### src/rtl/osau_pkg.sv
package osau_pkg;
  typedef enum logic [1:0] {
    OP_CMP  = 2'b00,
    OP_ADD  = 2'b01,
    OP_MUL  = 2'b10,
    OP_ZERO = 2'b11
  } op_e;
endpackage

### src/rtl/osau_fa.sv
// Single-bit full adder used by the multiplier array.
module osau_fa (
  input  logic x,
  input  logic y,
  input  logic ci,
  output logic s,
  output logic co
);
  assign s  = x ^ y ^ ci;
  assign co = (x & y) | (x & ci) | (y & ci);
endmodule

### src/rtl/osau_cla.sv
// Lookahead slice: every internal carry formed in parallel from p/g terms.
module osau_cla #(
  parameter int SW = 4
) (
  input  logic [SW-1:0] a,
  input  logic [SW-1:0] b,
  input  logic          ci,
  output logic [SW-1:0] s,
  output logic          co
);
  logic [SW-1:0] prop;
  logic [SW-1:0] gen;
  logic [SW:0]   cy;

  assign prop = a ^ b;
  assign gen  = a & b;

  always_comb begin
    logic term;
    cy[0] = ci;
    for (int i = 1; i <= SW; i++) begin
      cy[i] = 1'b0;
      for (int j = 0; j < i; j++) begin
        term = gen[j];
        for (int k = j + 1; k < i; k++) term = term & prop[k];
        cy[i] = cy[i] | term;
      end
      term = ci;
      for (int k = 0; k < i; k++) term = term & prop[k];
      cy[i] = cy[i] | term;
    end
  end

  assign s  = prop ^ cy[SW-1:0];
  assign co = cy[SW];
endmodule

### src/rtl/osau_add.sv
// Adder built from lookahead slices; the carry ripples between slices.
module osau_add #(
  parameter int W  = 8,
  parameter int SW = 4
) (
  input  logic [W-1:0] a,
  input  logic [W-1:0] b,
  input  logic         ci,
  output logic [W-1:0] sum,
  output logic         co
);
  localparam int NS = W / SW;
  logic [NS:0] link;

  assign link[0] = ci;

  for (genvar g = 0; g < NS; g++) begin : g_slice
    osau_cla #(.SW(SW)) u_cla (
      .a  (a[g*SW +: SW]),
      .b  (b[g*SW +: SW]),
      .ci (link[g]),
      .s  (sum[g*SW +: SW]),
      .co (link[g+1])
    );
  end

  assign co = link[NS];
endmodule

### src/rtl/osau_cmp.sv
// Unsigned magnitude compare from bit gates, scanned from the MSB.
module osau_cmp #(
  parameter int W = 8
) (
  input  logic [W-1:0] a,
  input  logic [W-1:0] b,
  output logic         gt,
  output logic         eq,
  output logic         lt
);
  always_comb begin
    logic same;
    same = 1'b1;
    gt   = 1'b0;
    lt   = 1'b0;
    for (int i = W - 1; i >= 0; i--) begin
      gt   = gt | (same & a[i] & ~b[i]);
      lt   = lt | (same & ~a[i] & b[i]);
      same = same & ~(a[i] ^ b[i]);
    end
    eq = same;
  end
endmodule

### src/rtl/osau_mult.sv
// Array multiplier: AND rows, carry-save full-adder rows, final ripple row.
module osau_mult #(
  parameter int N = 8
) (
  input  logic [N-1:0]   a,
  input  logic [N-1:0]   b,
  output logic [2*N-1:0] p
);
  localparam int RW = N - 1;

  logic [RW-1:0] s_row [N];
  logic [RW-1:0] c_row [N];
  logic [RW:0]   rip;

  // first row: partial products only, no carries yet
  assign p[0]     = a[0] & b[0];
  assign c_row[0] = '0;
  for (genvar k = 0; k < RW; k++) begin : g_top
    assign s_row[0][k] = a[0] & b[k+1];
  end

  // carry-save rows
  for (genvar i = 1; i < N; i++) begin : g_row
    logic [N-1:0]  pp;
    logic [RW-1:0] fs;
    assign pp              = {N{a[i]}} & b;
    assign s_row[i][RW-1]  = pp[N-1];
    assign p[i]            = fs[0];
    for (genvar k = 0; k < RW; k++) begin : g_cell
      osau_fa u_fa (
        .x  (s_row[i-1][k]),
        .y  (c_row[i-1][k]),
        .ci (pp[k]),
        .s  (fs[k]),
        .co (c_row[i][k])
      );
      if (k > 0) begin : g_pass
        assign s_row[i][k-1] = fs[k];
      end
    end
  end

  // final ripple row makes the upper half
  assign rip[0] = 1'b0;
  for (genvar k = 0; k < RW; k++) begin : g_low
    osau_fa u_fa (
      .x  (s_row[N-1][k]),
      .y  (c_row[N-1][k]),
      .ci (rip[k]),
      .s  (p[N+k]),
      .co (rip[k+1])
    );
  end
  assign p[2*N-1] = rip[RW];
endmodule

### src/rtl/osau.sv
module osau #(
  parameter int DW = 8,
  parameter int SW = 4
) (
  input  logic [DW-1:0]   op_a,
  input  logic [DW-1:0]   op_b,
  input  logic [1:0]      op_sel,
  output logic [2*DW-1:0] result
);
  import osau_pkg::*;

  localparam int RW = 2 * DW;

  logic          gt, eq, lt;
  logic [DW-1:0] add_sum;
  logic          add_co;
  logic [RW-1:0] prod;
  op_e           op;

  osau_cmp #(.W(DW)) u_cmp (
    .a (op_a), .b (op_b), .gt (gt), .eq (eq), .lt (lt)
  );

  osau_add #(.W(DW), .SW(SW)) u_add (
    .a (op_a), .b (op_b), .ci (1'b0), .sum (add_sum), .co (add_co)
  );

  osau_mult #(.N(DW)) u_mult (
    .a (op_a), .b (op_b), .p (prod)
  );

  assign op = op_e'(op_sel);

  always_comb begin
    case (op)
      OP_CMP:  result = {{(RW-3){1'b0}}, lt, eq, gt};
      OP_ADD:  result = {{(RW-DW-1){1'b0}}, add_co, add_sum};
      OP_MUL:  result = prod;
      default: result = '0;
    endcase
  end
endmodule

### config.mk
export PLATFORM = sky130hd
export DESIGN_NAME = osau
export DESIGN_NICKNAME = d
export VERILOG_FILES = /design/src/rtl/osau_pkg.sv /design/src/rtl/osau_fa.sv /design/src/rtl/osau_cla.sv /design/src/rtl/osau_add.sv /design/src/rtl/osau_cmp.sv /design/src/rtl/osau_mult.sv /design/src/rtl/osau.sv
export SDC_FILE = /design/constraint.sdc
export NUM_CORES = 1
export LEC_CHECK = 0
export BUFFER_PORTS_ARGS = -buffer_cell sky130_fd_sc_hd__buf_2
export CORE_MARGIN = 10
export CORE_UTILIZATION = 53
export DETAILED_ROUTE_END_ITERATION = 7
export GPL_TIMING_DRIVEN = 0
export PLACE_DENSITY = 0.75
export SLEW_MARGIN = 20
export SYNTH_ARGS = -nofsm -noshare
export SYNTH_HDL_FRONTEND = slang
export SYNTH_SLANG_ARGS = --single-unit
### constraint.sdc
create_clock -name vclk -period 41.2
set_input_delay 12.36 -clock vclk [all_inputs]
set_output_delay 12.36 -clock vclk [all_outputs]
set_load 0.05 [all_outputs]
==> results_dict.tcl <==
set metrics [dict create \
    outcome "completed" \
    placed_area_um2 2390 \
    grt_pass1_wl_um 8180 \
    slew_headroom_pct 53.3 \
    seq_cells 0 \
    comb_power_share_pct 100.0 \
    row_count 23 \
    syn_area_um2 2160 \
    gp_congestion 0.871 \
    period_share_pct 76.0 \
    pre_cts_slack_ns 9.82 \
    holdWs_ns 25.14 \
    p_clk_share_pct 0 \
    crit_path_end_kind "output port" \
    ant_nets 0 \
    ctsHoldBuffers 0 \
    synthToLayoutAreaGrowth_pct 10.6 \
    post_cts_buffers 0 \
    dp_cells 331 \
    fin_ws_ns 9.90 \
    period_minus_slack_ns 31.30 \
    start_kind "input pin" \
    hold_viol 0 \
    switchingPower_uw 49.9 \
    rsz0062_at_grt "false" \
    syn_inst 248 \
    drive_gt1_share_pct 13.9 \
    grt_max_degree 11 \
    viasPerCell 5.24 \
    p_seq_share_pct 0 \
    intPower_uw 28.4 \
    cp_cell_sequence "buf_2 -> clkbuf_1 -> and2_1 -> ha_1 -> inv_1 -> fa_1 -> fa_1 -> fa_1 -> fa_1 -> fa_1 -> inv_1 -> fa_1 -> ha_1 -> fa_1 -> fa_1 -> fa_1 -> fa_1 -> inv_1 -> fa_1 -> fa_1 -> nor2_1 -> buf_2" \
    io_buffers 33 \
    top_level_ports 34 \
    tns_ns 0 \
    die_w_um 83.8 \
    core_area_um2 3970 \
    power.leakage_nw 1.13 \
    chipHeight_um 83.8 \
    timing.critical_path.mode_cell "fa_1" \
    crit_family "adder cells" \
    diodes 0 \
    path_class "input pin to output port" \
    fin_cells 331 \
    start_util_pct 54.3 \
    arrival_ns 18.94 \
    peakVddDrop_v 0.0000184 \
    dr.pass1.iters 4 \
    timing.final.max_slew_violations 0 \
    fmax_mhz 31.9 \
    seq_area_um2 0 \
    final_area_um2 2390 \
    worstHoldPathType "input pin to output port" \
    drc 0 \
    n_clock_buffer 0 \
    gr-usage-all-layers_pct 13.3 \
    antenna_found_initial 0 \
    worstPathRequired_ns 28.84 \
    slowest_delay_ns 0.55 \
    yosys_warnings 0 \
    setup_viol 0 \
    syn_area_per_cell_um2 8.70 \
    cp_max_fo 9 \
    nNetsFinal 371 \
    num_vias 1736 \
    dieArea_um2 7020 \
    syn_nets 336 \
    cap_violations 0 \
    post_cts_resized 0 \
    critical_path_buf_inv_count 6 \
    ys_seq_area_share_pct 0 \
    drtIter0Drc 98 \
    ys_types 33 \
    cpMaxStageDelayCell "fa_1" \
    overflow 0 \
    p_per_area_nw_per_um2 32.8 \
    routed_wl_um 4750 \
    swShare_pct 63.7 \
    dpl.hpwl_um 4120 \
    first_global_vias 1782 \
    worst_slew_pin_slew_ns 0.698 \
    wl_per_cell_um 14.3 \
]
==> layout by cell type (no fill, tap or decap) <==
cell type  synthesis  layout
and2_1            23      23
a22oi_1            1       1
nand2b_1           2       2
o32ai_1            3       3
ha_1              20      20
buf_6              1       1
xor2_1             2       2
a221oi_2           1       1
or3_1              1       1
a211o_1            1       1
o21ai_0            9       9
a32o_1             1       1
fa_1              50      50
o211ai_1           1       1
xnor2_1            1       1
and3_1             2       2
nor2b_1            5       5
nor3b_1            2       2
a22o_1             3       3
a21oi_1            3       3
nor2_1            12      12
a2bb2oi_1          1       1
a32oi_1            1       1
buf_2              3      36
a2111oi_0          1       1
nand2_1           41      41
a31oi_1            1       1
a221oi_1           1       1
inv_1             45      45
o21a_1             1       1
clkbuf_1           7       7
nor3_1             1       1
nor4b_4            1       1
==> area by class of cell <==
class              count  area (um^2)
plain buffers         11         52.6
fillers              372         1590
inverters             45          169
multi-input cells    192         1940
well taps             50         62.6
repair buffers        33          165
==> metal layers <==
metal | global-route usage, % | routed length, um | vias up
met3 | 0.879 | 123 | 0
met2 | 23.7 | 2400 | 27
met4 | 0.457 | 0 | 0
met1 | 17.9 | 2220 | 875
li1 | - | - | 834
met5 | 0 | 0 | -
==> final timing paths <==
| kind | startpoint | end | cells past startpoint |
|---|---|---|---|
| max | op_b[5] | result[14] | 22 |
| min | op_sel[0] | result[0] | 3 |
==> Yosys cell counts, drive strengths merged (2+ instances only) <==
master	number	area (um^2)
fa	50	1000
inv	45	169
nand2	41	154
and2	23	144
ha	20	250
nor2	12	45.0
o21ai	9	45.0
clkbuf	7	26.3
nor2b	5	31.3
buf	4	26.3
a21oi	3	15.0
a22o	3	26.3
o32ai	3	26.3
a221oi	2	23.8
and3	2	12.5
nand2b	2	12.5
nor3b	2	15.0
xor2	2	17.5
==> tightest hold or removal path, cell delays in order <==
cell      delay (ns)
buf_2           0.14
a221oi_2        0.07
buf_2           0.21
==> power by group through the flow <==
stage	Sequential, mW	Combinational [mW]	Clock, mW
CTS	0	0.0803	0
global route	0	0.0899	0
detailed placement	0	0.0799	0
global placement	0	0.0780	0
finish	0	0.0783	0
floorplan	0	0.0627	0
==> cells by family (layout without fill, tap and decap cells) <==
| family | Yosys count | after routing | share of synthesized area [%] |
|---|---|---|---|
| and+or+nand+nor | 90 | 90 | 20.8 |
| adders and majority gates | 70 | 70 | 58.0 |
| buffers and inverters | 56 | 89 | 10.3 |
| AOI/OAI and AO/OA | 29 | 29 | 9.74 |
| xor gates and xnor gates | 3 | 3 | 1.22 |
==> per-stage QoR <==
stage / utilization (%) / total power [mW]
floorplan: - / 0.0627
global placement: 60.1 / 0.0780
detailed placement: 60.1 / 0.0799
CTS: 60.1 / 0.0803
global route: 60.1 / 0.0899
finish: 60.1 / 0.0783
No activity file was read; power rests on OpenSTA's default activity.
